==> config.mk <==
export PLATFORM = sky130hd
export DESIGN_NAME = uart_mmio_front
export DESIGN_NICKNAME = d
export VERILOG_FILES = /design/src/rtl/uart_mmio_pkg.sv /design/src/rtl/uart_mmio_fifo.sv /design/src/rtl/uart_mmio_ctrl.sv /design/src/rtl/uart_mmio_dpath.sv /design/src/rtl/uart_mmio_front.sv
export SDC_FILE = /design/constraint.sdc
export NUM_CORES = 1
export LEC_CHECK = 0
export BUFFER_PORTS_ARGS = -buffer_cell sky130_fd_sc_hd__buf_2
export CAP_MARGIN = 5
export CORE_MARGIN = 3
export CORE_UTILIZATION = 62
export DETAILED_ROUTE_END_ITERATION = 7
export PLACE_DENSITY = 0.79
export SYNTH_ARGS = -nofsm -noshare
export SYNTH_HDL_FRONTEND = slang
export SYNTH_SLANG_ARGS = --single-unit
==> constraint.sdc <==
create_clock -name clk -period 4.7 [get_ports clk]
set_input_delay 0.94 -clock clk [delete_from_list [all_inputs] [get_ports clk]]
set_output_delay 0.94 -clock clk [all_outputs]
set_load 0.02 [all_outputs]
==> src/rtl/uart_mmio_pkg.sv <==
package uart_mmio_pkg;

  localparam int DATA_W = 32;
  localparam int BYTE_W = 8;
  localparam int THR_W  = 8;
  localparam int BAUD_W = 25;

  typedef enum logic [2:0] {
    SEL_TXQ  = 3'd0,
    SEL_RXQ  = 3'd1,
    SEL_CTRL = 3'd2,
    SEL_STAT = 3'd3,
    SEL_LVL  = 3'd4,
    SEL_BAUD = 3'd5,
    SEL_RSV6 = 3'd6,
    SEL_RSV7 = 3'd7
  } regSel_e;

  // control bit positions
  localparam int CB_TXON   = 12;
  localparam int CB_RXON   = 13;
  localparam int CB_TXFL   = 22;
  localparam int CB_RXFL   = 23;
  localparam int CB_ECLR   = 24;
  localparam int CB_RXIRQ  = 27;
  localparam int CB_TXIRQ  = 28;

  localparam logic [DATA_W-1:0] CTRL_MASK =
      (DATA_W'(1) << CB_TXON)  | (DATA_W'(1) << CB_RXON) |
      (DATA_W'(1) << CB_TXFL)  | (DATA_W'(1) << CB_RXFL) |
      (DATA_W'(1) << CB_ECLR)  | (DATA_W'(1) << CB_RXIRQ) |
      (DATA_W'(1) << CB_TXIRQ);

  // status bit positions
  localparam int SB_PAR    = 16;
  localparam int SB_FRM    = 17;
  localparam int SB_WERR   = 18;
  localparam int SB_RXEMP  = 20;
  localparam int SB_TXFULL = 21;
  localparam int SB_TXEMP  = 22;
  localparam int SB_BUSY   = 25;

  typedef struct packed {
    logic              txPush;
    logic              rxPop;
    logic              txFlush;
    logic              rxFlush;
    logic              errClear;
    logic              txOn;
    logic              rxOn;
    logic              txIrqOn;
    logic              rxIrqOn;
    logic [THR_W-1:0]  txLevelThr;
    logic [THR_W-1:0]  rxLevelThr;
    logic [BYTE_W-1:0] pushByte;
  } strobe_t;

endpackage

==> src/rtl/uart_mmio_fifo.sv <==
module uart_mmio_fifo #(
  parameter int DEPTH = 64,
  parameter int W     = 8,
  parameter int CNT_W = $clog2(DEPTH + 1)
) (
  input  logic         clk,
  input  logic         rst_n,
  input  logic         flush,
  input  logic         push,
  input  logic [W-1:0] pushData,
  input  logic         pop,
  output logic [W-1:0] headData,
  output logic [CNT_W-1:0] level,
  output logic         empty,
  output logic         full
);
  localparam int PTR_W = (DEPTH > 1) ? $clog2(DEPTH) : 1;

  logic [W-1:0]     mem [DEPTH];
  logic [PTR_W-1:0] wrPtr, rdPtr;
  logic             doPush, doPop;

  function automatic logic [PTR_W-1:0] nextPtr(input logic [PTR_W-1:0] p);
    return (p == PTR_W'(DEPTH - 1)) ? '0 : p + 1'b1;
  endfunction

  assign empty  = (level == '0);
  assign full   = (level == CNT_W'(DEPTH));
  assign doPush = push && !full && !flush;
  assign doPop  = pop && !empty && !flush;
  assign headData = mem[rdPtr];

  always_ff @(posedge clk) begin
    if (doPush) mem[wrPtr] <= pushData;
  end

  always_ff @(posedge clk or negedge rst_n) begin
    if (!rst_n) begin
      wrPtr <= '0;
      rdPtr <= '0;
      level <= '0;
    end else if (flush) begin
      wrPtr <= '0;
      rdPtr <= '0;
      level <= '0;
    end else begin
      if (doPush) wrPtr <= nextPtr(wrPtr);
      if (doPop)  rdPtr <= nextPtr(rdPtr);
      case ({doPush, doPop})
        2'b10:   level <= level + 1'b1;
        2'b01:   level <= level - 1'b1;
        default: level <= level;
      endcase
    end
  end
endmodule

==> src/rtl/uart_mmio_ctrl.sv <==
module uart_mmio_ctrl
  import uart_mmio_pkg::*;
#(
  parameter int ADDR_W = 5
) (
  input  logic              clk,
  input  logic              rst_n,
  input  logic [ADDR_W-1:0] busAddr,
  input  logic              busWrEn,
  input  logic              busRdEn,
  input  logic [DATA_W-1:0] busWrData,
  output logic [DATA_W-1:0] busRdData,
  input  logic [DATA_W-1:0] statWord,
  input  logic [BYTE_W-1:0] rxHead,
  input  logic              rxEmpty,
  output strobe_t           stb,
  output logic [BAUD_W-1:0] baudCfg
);
  logic [DATA_W-1:0]  ctrlReg;
  logic [2*THR_W-1:0] lvlReg;
  logic [BAUD_W-1:0]  baudReg;
  logic               upperZero;
  logic               hit;
  regSel_e            sel;

  generate
    if (ADDR_W > 5) begin : g_wideAddr
      assign upperZero = (busAddr[ADDR_W-1:5] == '0);
    end else begin : g_narrowAddr
      assign upperZero = 1'b1;
    end
  endgenerate

  assign hit = upperZero && (busAddr[1:0] == 2'b00);
  assign sel = regSel_e'(busAddr[4:2]);

  always_ff @(posedge clk or negedge rst_n) begin
    if (!rst_n) begin
      ctrlReg <= '0;
      lvlReg  <= '0;
      baudReg <= '0;
    end else if (busWrEn && hit) begin
      case (sel)
        SEL_CTRL: ctrlReg <= busWrData & CTRL_MASK;
        SEL_LVL:  lvlReg  <= busWrData[2*THR_W-1:0];
        SEL_BAUD: baudReg <= busWrData[BAUD_W-1:0];
        default:  ;
      endcase
    end
  end

  always_comb begin
    stb            = '0;
    stb.txPush     = busWrEn && hit && (sel == SEL_TXQ);
    stb.rxPop      = busRdEn && hit && (sel == SEL_RXQ);
    stb.pushByte   = busWrData[BYTE_W-1:0];
    stb.txOn       = ctrlReg[CB_TXON];
    stb.rxOn       = ctrlReg[CB_RXON];
    stb.txFlush    = ctrlReg[CB_TXFL];
    stb.rxFlush    = ctrlReg[CB_RXFL];
    stb.errClear   = ctrlReg[CB_ECLR];
    stb.rxIrqOn    = ctrlReg[CB_RXIRQ];
    stb.txIrqOn    = ctrlReg[CB_TXIRQ];
    stb.rxLevelThr = lvlReg[THR_W-1:0];
    stb.txLevelThr = lvlReg[2*THR_W-1:THR_W];
  end

  always_comb begin
    busRdData = '0;
    if (hit) begin
      case (sel)
        SEL_RXQ:  busRdData = rxEmpty ? '0 : DATA_W'(rxHead);
        SEL_CTRL: busRdData = ctrlReg;
        SEL_STAT: busRdData = statWord;
        SEL_LVL:  busRdData = DATA_W'(lvlReg);
        SEL_BAUD: busRdData = DATA_W'(baudReg);
        default:  busRdData = '0;
      endcase
    end
  end

  assign baudCfg = baudReg;
endmodule

==> src/rtl/uart_mmio_dpath.sv <==
module uart_mmio_dpath
  import uart_mmio_pkg::*;
#(
  parameter int DEPTH = 64,
  parameter int CNT_W = $clog2(DEPTH + 1)
) (
  input  logic              clk,
  input  logic              rst_n,
  input  strobe_t           stb,
  output logic              txValid,
  input  logic              txReady,
  output logic [BYTE_W-1:0] txData,
  input  logic              txBusy,
  input  logic              rxValid,
  input  logic [BYTE_W-1:0] rxData,
  input  logic              rxParErr,
  input  logic              rxFrmErr,
  output logic [DATA_W-1:0] statWord,
  output logic [BYTE_W-1:0] rxHead,
  output logic              rxEmpty,
  output logic [CNT_W-1:0]  txLevel,
  output logic [CNT_W-1:0]  rxLevel,
  output logic              irq
);
  localparam int CMP_W = (CNT_W > THR_W) ? CNT_W : THR_W;

  logic txEmpty, txFull, rxFull;
  logic txTake, rxAccept;
  logic parFlag, frmFlag, wErrFlag;
  logic rxIrq, txIrq;

  assign txValid  = stb.txOn && !txEmpty && !stb.txFlush;
  assign txTake   = txValid && txReady;
  assign rxAccept = rxValid && stb.rxOn && !stb.rxFlush;

  uart_mmio_fifo #(.DEPTH(DEPTH), .W(BYTE_W), .CNT_W(CNT_W)) txQ_i (
    .clk      (clk),
    .rst_n    (rst_n),
    .flush    (stb.txFlush),
    .push     (stb.txPush),
    .pushData (stb.pushByte),
    .pop      (txTake),
    .headData (txData),
    .level    (txLevel),
    .empty    (txEmpty),
    .full     (txFull)
  );

  uart_mmio_fifo #(.DEPTH(DEPTH), .W(BYTE_W), .CNT_W(CNT_W)) rxQ_i (
    .clk      (clk),
    .rst_n    (rst_n),
    .flush    (stb.rxFlush),
    .push     (rxAccept),
    .pushData (rxData),
    .pop      (stb.rxPop),
    .headData (rxHead),
    .level    (rxLevel),
    .empty    (rxEmpty),
    .full     (rxFull)
  );

  // sticky errors: clear is level-acting and wins over new events
  always_ff @(posedge clk or negedge rst_n) begin
    if (!rst_n) begin
      parFlag  <= 1'b0;
      frmFlag  <= 1'b0;
      wErrFlag <= 1'b0;
    end else if (stb.errClear) begin
      parFlag  <= 1'b0;
      frmFlag  <= 1'b0;
      wErrFlag <= 1'b0;
    end else begin
      if (rxAccept && rxParErr) parFlag <= 1'b1;
      if (rxAccept && rxFrmErr) frmFlag <= 1'b1;
      if (stb.txPush && txFull && !stb.txFlush) wErrFlag <= 1'b1;
    end
  end

  always_comb begin
    statWord            = '0;
    statWord[SB_PAR]    = parFlag;
    statWord[SB_FRM]    = frmFlag;
    statWord[SB_WERR]   = wErrFlag;
    statWord[SB_RXEMP]  = rxEmpty;
    statWord[SB_TXFULL] = txFull;
    statWord[SB_TXEMP]  = txEmpty;
    statWord[SB_BUSY]   = txBusy;
  end

  assign rxIrq = stb.rxIrqOn && stb.rxOn &&
                 (CMP_W'(rxLevel) >= CMP_W'(stb.rxLevelThr));
  assign txIrq = stb.txIrqOn &&
                 (CMP_W'(txLevel) <= CMP_W'(stb.txLevelThr));
  assign irq   = rxIrq || txIrq;

  // receive-full has no status bit; a dropped byte leaves no trace
  logic unusedRxFull;
  assign unusedRxFull = rxFull;
endmodule

==> src/rtl/uart_mmio_front.sv <==
module uart_mmio_front
  import uart_mmio_pkg::*;
#(
  parameter int ADDR_W = 5,
  parameter int DEPTH  = 64
) (
  input  logic              clk,
  input  logic              rst_n,
  input  logic [ADDR_W-1:0] busAddr,
  input  logic              busWrEn,
  input  logic              busRdEn,
  input  logic [31:0]       busWrData,
  output logic [31:0]       busRdData,
  output logic              txValid,
  input  logic              txReady,
  output logic [7:0]        txData,
  input  logic              txBusy,
  input  logic              rxValid,
  input  logic [7:0]        rxData,
  input  logic              rxParErr,
  input  logic              rxFrmErr,
  output logic              txEnable,
  output logic              rxEnable,
  output logic [24:0]       baudCfg,
  output logic              irq
);
  localparam int CNT_W = $clog2(DEPTH + 1);

  strobe_t           stb;
  logic [DATA_W-1:0] statWord;
  logic [BYTE_W-1:0] rxHead;
  logic              rxEmpty;
  logic [CNT_W-1:0]  txLevel, rxLevel;

  uart_mmio_ctrl #(.ADDR_W(ADDR_W)) ctrl_i (
    .clk       (clk),
    .rst_n     (rst_n),
    .busAddr   (busAddr),
    .busWrEn   (busWrEn),
    .busRdEn   (busRdEn),
    .busWrData (busWrData),
    .busRdData (busRdData),
    .statWord  (statWord),
    .rxHead    (rxHead),
    .rxEmpty   (rxEmpty),
    .stb       (stb),
    .baudCfg   (baudCfg)
  );

  uart_mmio_dpath #(.DEPTH(DEPTH), .CNT_W(CNT_W)) dpath_i (
    .clk      (clk),
    .rst_n    (rst_n),
    .stb      (stb),
    .txValid  (txValid),
    .txReady  (txReady),
    .txData   (txData),
    .txBusy   (txBusy),
    .rxValid  (rxValid),
    .rxData   (rxData),
    .rxParErr (rxParErr),
    .rxFrmErr (rxFrmErr),
    .statWord (statWord),
    .rxHead   (rxHead),
    .rxEmpty  (rxEmpty),
    .txLevel  (txLevel),
    .rxLevel  (rxLevel),
    .irq      (irq)
  );

  assign txEnable = stb.txOn;
  assign rxEnable = stb.rxOn;
endmodule

==> results of run 1 <==
final cells by class:
type | count | area share [%]
clock inverter | 68 | 1.48
multi-input combinational | 1074 | 22.0
timing repair buffer | 183 | 2.45
clock buffer | 135 | 5.68
tap | 940 | 2.35
inverter | 23 | 0.172
sequential | 1113 | 65.8
worst min path at each step:
stage,start,endpoint,slack (ps)
final,rst_n,dpath_i.rxQ_i.level[2],390
after global routing,rst_n,dpath_i.rxQ_i.level[2],430
after CTS,rst_n,dpath_i.rxQ_i.wrPtr[4],390
after detailed placement,dpath_i.parFlag,dpath_i.parFlag,490
after global placement,dpath_i.parFlag,dpath_i.parFlag,480
after floorplan,ctrl_i.ctrlReg[24],dpath_i.frmFlag,460
power by group through the flow:
stage | Combinational, W | Clock (W) | Sequential, W
after floorplan | 0.00166 | 0 | 0.0113
after global placement | 0.00235 | 0 | 0.0114
after detailed placement | 0.00242 | 0 | 0.0114
after CTS | 0.00248 | 0.00884 | 0.0112
after global routing | 0.00266 | 0.00919 | 0.0112
final | 0.00249 | 0.00875 | 0.0112
through the flow:
step	cell area, um^2	std cells	utilization (%)	setup WS (ps)	setup TNS, ps
6_report	50100	3536	70.8	53.6	0
5_1_grt	50100	3536	70.8	-5.30	-5.30
4_1_cts	50000	3530	70.7	3.37	0
3_5_place_dp	46400	3324	65.6	593	0
3_3_place_gp	46400	3324	65.6	632	0
2_1_floorplan	44700	2340	-	533	0
cells in the mapped netlist (all sizes together), types with 3 or more instances:
cell type,number
a211oi,9
a21o,5
a21oi,51
a221oi,14
a22o,14
a22oi,34
a31oi,4
and2,6
and3,12
buf,60
clkbuf,70
dfrtp,89
edfxtp,1024
ha,28
inv,23
mux2,53
mux2i,71
mux4,248
nand2,53
nand2b,10
nand3,37
nand3b,13
nand4,6
nor2,224
nor2b,16
nor3,7
nor4,5
o21a,3
o21ai,36
o221ai,40
o22a,3
o22ai,12
o31ai,3
or3,5
or3b,6
or4,7
xnor2,7
xor2,9
flip-flops by register name, summed over array words and instances, names as in the netlist:
register and count:
dpath_i.rxQ_i.mem 512, dpath_i.txQ_i.mem 512, ctrl_i.baudCfg 25, ctrl_i.lvlReg 16, ctrl_i.ctrlReg 7, dpath_i.rxQ_i.level 7
dpath_i.txQ_i.level 7, dpath_i.rxQ_i.rdPtr 6, dpath_i.rxQ_i.wrPtr 6, dpath_i.txQ_i.rdPtr 6, dpath_i.txQ_i.wrPtr 6, dpath_i.frmFlag 1
dpath_i.parFlag 1, dpath_i.wErrFlag 1
worst register-to-register path: cells and delay by family, from the launching register on:
kind                     cells  cell delay (ps)
AND/OR/NAND/NOR              5             1620
AO/OA/AOI/OAI                6              950
flip-flops                   1              460
adder cells (fa/ha/maj)      1              410
buffers and inverters        1              190
what timing repair did:
| item | 4_1_cts | 5_1_grt |
|---|---|---|
| setup endpoints to repair | 8 | 4 |
| pin swaps | 0 | 0 |
| gates resized for setup | 2 | 5 |
| buffers inserted | 3 | 5 |
| cloned | 0 | 1 |
metal layers:
layer	part of all wire [%]	track usage [%]	routed length (um)	up-vias
met2	51	47.6	53500	1584
met3	8.8	4.31	9340	311
met1	36	39.1	38400	12400
li1	-	-	-	9860
met4	4.4	11.4	4690	0
met5	0	0	0	-
cells by family (layout without fill, tap and decap cells):
logic type | Yosys count | count (layout) | share of synthesized area, %
AOI/OAI and AO/OA | 239 | 239 | 3.72
and+or+nand+nor | 413 | 413 | 4.27
other | 1 | 4 | 0.00839
adders and majority gates | 30 | 30 | 0.874
DFF | 1113 | 1113 | 73.8
xor gates and xnor gates | 16 | 16 | 0.314
buffers and inverters | 153 | 409 | 1.57
muxes | 372 | 372 | 15.5
==> impl_metrics.py, run 1 <==
metrics = {
    "power": {
        "p_int_w": 0.0171,
        "power.density_nw_per_um2": 447,
        "pwr-share-seq_pct": 49.9,
        "swShare_pct": 23.5,
        "power.total_w": 0.0224,
        "p_clk_share_pct": 39.0,
        "comb_power_share_pct": 11.1,
        "ir_drop_mv": 0.372,
        "p_leak_nw": 16.2,
        "p_sw_w": 0.00527,
    },
    "finish": {
        "fill_cells": 4069,
        "area_growth_pct": 12.1,
        "insertedDiodeCount": 0,
        "multi_input_area_um2": 11000,
        "regArea_um2": 33000,
        "nNetsFinal": 2588,
        "layout_common_cells": "edfxtp_1, mux4_2, nor2_1, buf_2, clkbuf_16",
        "layout_commonest_cell": "edfxtp_1",
        "drive_gt1_share_pct": 25.3,
    },
    "synthesis": {
        "yosys.area.top_type_share_pct": 68.8,
        "ys_ff_latch": 1113,
        "synth_edf_count": 1024,
        "synth_area_leaders": "edfxtp_1, mux4_2, dfrtp_1",
        "yosysTopAreaCell": "edfxtp_1",
        "syn_avg_cell_area_um2": 19.1,
        "synthArstFlopShare_pct": 8.00,
        "yosys_warnings": 0,
        "synthesis.instances": 2337,
        "ys_types": 62,
        "seq_area_frac_synth_pct": 73.8,
        "syn_area_um2": 44700,
        "ys.flop_type": "edfxtp_1",
    },
    "run": {
        "cap_viol_max_count": 0,
    },
    "floorplanning": {
        "rows": 97,
        "die_y_um": 274,
        "start_util_pct": 63.2,
        "dieWidth_um": 274,
        "dieArea_um2": 75300,
        "pin_count": 123,
        "core-area_um2": 70800,
    },
    "cts": {
        "cts-root-buf": "clkbuf_16",
        "clk_latency_ps": 680,
        "clk_pin_slew_worst_paths_ps": 60,
        "cts_buffer_depth": 3,
        "clock-sinks": 1113,
        "cts_tree": "built",
        "cts_buffers": 109,
        "postCtsHoldBufs": 0,
        "htreeDepth": 3,
    },
    "placement": {
        "dp_hpwl_um": 61900,
        "portBuffers": 113,
        "gp_congestion": 0.928,
    },
    "global_route": {
        "grt_pass1_wl_um": 159000,
        "grt_pass1_vias": 24400,
        "overflow": 0,
        "grt_max_degree": 102,
        "track_usage_pct": 28.7,
        "antenna_found_initial": 0,
    },
    "worst_setup_path": {
        "cp.arrival_ps": 3710,
        "path_class": "register to primary output",
        "ff2ff_setup_slack_ps": 980,
        "cp-start-kind": "register",
        "critPathCapture": "busRdData[7]",
        "path_max_fanout": 8,
        "cp-end-kind": "primary output",
        "crit_family": "compound AO/OA/AOI/OAI gates",
        "crit_cells": 7,
        "critPathLaunch": "dpath_i.rxQ_i.rdPtr[0]",
        "rr_worst_depth": 13,
        "slowest_stage": "or4_1",
        "path_cells": "buf_4, mux4_2, a22o_1, a221oi_2, o22ai_1, or4_1, buf_2",
        "reg2reg_to": "dpath_i.rxQ_i.level[6]",
        "timing.rr.start": "dpath_i.rxQ_i.level[1]",
        "required_ps": 3760,
        "critPathMaxStageDelay_ps": 680,
        "crit_buf_inv": 2,
    },
    "sta": {
        "tightest_slew_ps": 1320,
        "finalCritPeriodShare_pct": 98.9,
        "maxSlewHeadroom_pct": 11.7,
        "skew_ps": 41.3,
        "maxSlewViolCount": 0,
        "fmax_mhz": 215,
        "setup_violations": 0,
        "holdWs_ps": 393,
        "hold_violations": 0,
        "min_period_ps": 4650,
    },
    "detailed_routing": {
        "wl_per_cell_um": 29.9,
        "vias": 24100,
        "drtAntennaViolNets": 0,
        "drt_iter0_markers": 3390,
        "detail_route.wirelength_um": 106000,
        "drc": 0,
        "viasPerCell": 6.82,
        "drt-pass1-iter-count": 8,
    },
    "min_path": {
        "hold_path_class": "input pin to async pin",
    },
    "run_status": {
        "status": "finished, final reports clean",
    },
}
Power figures use the tool's default switching activity.
==> inputs of run 2 (changes only) <==
--- a/config.mk
+++ b/config.mk
@@ -5,6 +5,7 @@
 export SDC_FILE = /design/constraint.sdc
 export NUM_CORES = 1
 export LEC_CHECK = 0
+export ABC_AREA = 1
 export BUFFER_PORTS_ARGS = -buffer_cell sky130_fd_sc_hd__buf_2
 export CAP_MARGIN = 5
 export CORE_MARGIN = 3
==> impl_metrics.py, run 2 <==
metrics = {
    "run_status": {
        "status": "finished, final reports clean",
    },
    "worst_setup_path": {
        "required_ps": 3760,
        "cp.arrival_ps": 3510,
        "rr_worst_depth": 15,
        "reg2reg_to": "dpath_i.rxQ_i.level[5]",
        "cp-end-kind": "primary output",
        "critPathCapture": "busRdData[0]",
        "timing.rr.start": "dpath_i.rxQ_i.level[0]",
        "slowest_stage": "dfrtp_4",
        "cp-start-kind": "register",
        "critPathMaxStageDelay_ps": 510,
        "path_max_fanout": 64,
        "ff2ff_setup_slack_ps": 1430,
        "path_class": "register to primary output",
        "cp_common_cell": "nand2_1",
        "path_cells": "clkinv_4, buf_12, nand2_1, nand3_1, nand3_1, nand2_1, nand2_1, nand3_1, nand3_1, nand2_1, nand2_1, a21oi_1, buf_2",
        "critPathLaunch": "dpath_i.rxQ_i.rdPtr[0]",
    },
    "run": {
        "cap_viol_max_count": 0,
    },
    "sta": {
        "skew_ps": 74.3,
        "fmax_mhz": 225,
        "hold_violations": 0,
        "finalSetupTns_ps": 0,
        "finalCritPeriodShare_pct": 94.7,
        "tightest_slew_ps": 1330,
        "min_period_ps": 4450,
        "setup_violations": 0,
        "maxSlewHeadroom_pct": 11.5,
        "maxSlewViolCount": 0,
        "holdWs_ps": 298,
        "rsz0062_at_grt": "false",
    },
    "floorplanning": {
        "start_util_pct": 62.7,
        "rows": 100,
        "dieArea_um2": 78900,
        "dieWidth_um": 281,
        "core-area_um2": 74700,
        "pin_count": 123,
        "die_y_um": 281,
    },
    "global_route": {
        "grt_pass1_wl_um": 167000,
        "grt_max_degree": 149,
        "track_usage_pct": 27.7,
        "overflow": 0,
        "grt_pass1_vias": 29800,
        "antenna_found_initial": 0,
    },
    "synthesis": {
        "seq_area_frac_synth_pct": 70.4,
        "syn_area_um2": 46900,
        "synth_area_leaders": "edfxtp_1, nand2_1, nand3_1",
        "ys.flop_type": "edfxtp_1",
        "synth.top_cells.by_count": "nand2_1, edfxtp_1, nand3_1",
        "syn_avg_cell_area_um2": 11.7,
        "yosys_warnings": 0,
        "synthArstFlopShare_pct": 8.00,
        "synthesis.instances": 4022,
        "yosys.area.top_type_share_pct": 65.6,
        "ys_types": 50,
        "yosysMostFrequentCell": "nand2_1",
        "synth_edf_count": 1024,
        "yosysTopAreaCell": "edfxtp_1",
        "ys_ff_latch": 1113,
    },
    "cts": {
        "cts-root-buf": "clkbuf_16",
        "clk_pin_slew_worst_paths_ps": 60,
        "clock-sinks": 1113,
        "cts_tree": "built",
        "postCtsHoldBufs": 0,
        "cts_buffers": 107,
        "clk_latency_ps": 710,
        "cts_buffer_depth": 3,
        "htreeDepth": 3,
        "cts.repair.resized": 0,
        "postCtsSetupBuffers": 0,
    },
    "placement": {
        "post-place-cells": 4940,
        "placed_cell_area_um2": 47900,
        "gp_congestion": 0.870,
        "portBuffers": 113,
        "dp_hpwl_um": 65900,
    },
    "finish": {
        "insertedDiodeCount": 0,
        "fin_area_um2": 51400,
        "fin_util_pct": 68.8,
        "nNetsFinal": 4164,
        "area_growth_pct": 9.65,
        "drive_gt1_share_pct": 9.11,
        "layout_common_cells": "nand2_1, edfxtp_1, nand3_1, nor2_1, o21ai_0",
        "layout_commonest_cell": "nand2_1",
        "fin_cells": 5139,
    },
    "detailed_routing": {
        "vias": 31100,
        "viasPerCell": 6.05,
        "drt-pass1-iter-count": 6,
        "wl_per_cell_um": 21.3,
        "detail_route.wirelength_um": 110000,
        "drtAntennaViolNets": 0,
        "drc": 0,
        "drt_iter0_markers": 3439,
    },
    "power": {
        "ir_drop_mv": 0.426,
        "power.density_nw_per_um2": 422,
        "p_leak_nw": 18.7,
    },
    "min_path": {
        "hold_path_class": "input pin to async pin",
    },
}
-- run 2: worst max-delay path: cells and delay by family, from the launching register on --
| kind | cells | cell delay, ps |
|---|---|---|
| and+or+nand+nor | 9 | 1020 |
| AOI/OAI and AO/OA | 1 | 290 |
| DFF | 1 | 510 |
| buffers and inverters | 3 | 960 |
-- run 2: logic make-up (layout without fill, tap and decap cells) --
| family | after synthesis | after routing | synth area share (%) |
|---|---|---|---|
| compound gates | 493 | 493 | 5.79 |
| xor+xnor | 11 | 11 | 0.206 |
| fa+ha+maj | 30 | 30 | 0.833 |
| buf+inv | 376 | 521 | 4.08 |
| flops | 1113 | 1113 | 70.4 |
| mux | 64 | 64 | 1.39 |
| other cells | 1 | 4 | 0.00800 |
| simple gates | 1934 | 1934 | 17.3 |
-- run 2: how the worst min path moves through the flow --
| stage | from | end | slack, ps |
|---|---|---|---|
| final | rst_n | ctrl_i.baudCfg[19] | 300 |
| after floorplan | ctrl_i.lvlReg[12] | ctrl_i.lvlReg[12] | 450 |
| after CTS | rst_n | ctrl_i.baudCfg[19] | 320 |
| after detailed placement | ctrl_i.lvlReg[3] | ctrl_i.lvlReg[3] | 480 |
| after global placement | ctrl_i.lvlReg[4] | ctrl_i.lvlReg[4] | 470 |
| after global routing | rst_n | ctrl_i.baudCfg[18] | 360 |
-- run 2: cell type report --
class / count / area (um^2)
Fill cell: 4987 / 23300
Clock buffer: 137 / 2870
Sequential cell: 1113 / 33000
Multi-Input combinational cell: 2536 / 12000
Tap cell: 969 / 1210
Inverter: 149 / 569
Timing Repair Buffer: 173 / 1130
Clock inverter: 62 / 627
-- run 2: metrics by stage --
stage | worst slack, ps | total power (W)
after global routing | 71.8 | 0.0224
after global placement | 1080 | 0.0133
after floorplan | 1690 | 0.0127
after CTS | 264 | 0.0217
final | 250 | 0.0217
after detailed placement | 1070 | 0.0134
-- run 2: per-layer routing --
metal	share of wire, %	GRT usage, %
met2	49	46.1
met1	38	36.3
met5	0	0
met3	8.4	3.92
met4	4.5	13.2
-- run 2: power breakdown --
part | leakage [nW] | internal, W | switching (W) | total, W
Sequential | 10.4 | 0.0109 | 0.000158 | 0.0111
Combinational | 6.57 | 0.000602 | 0.00151 | 0.00211
Clock | 1.72 | 0.00482 | 0.00363 | 0.00845
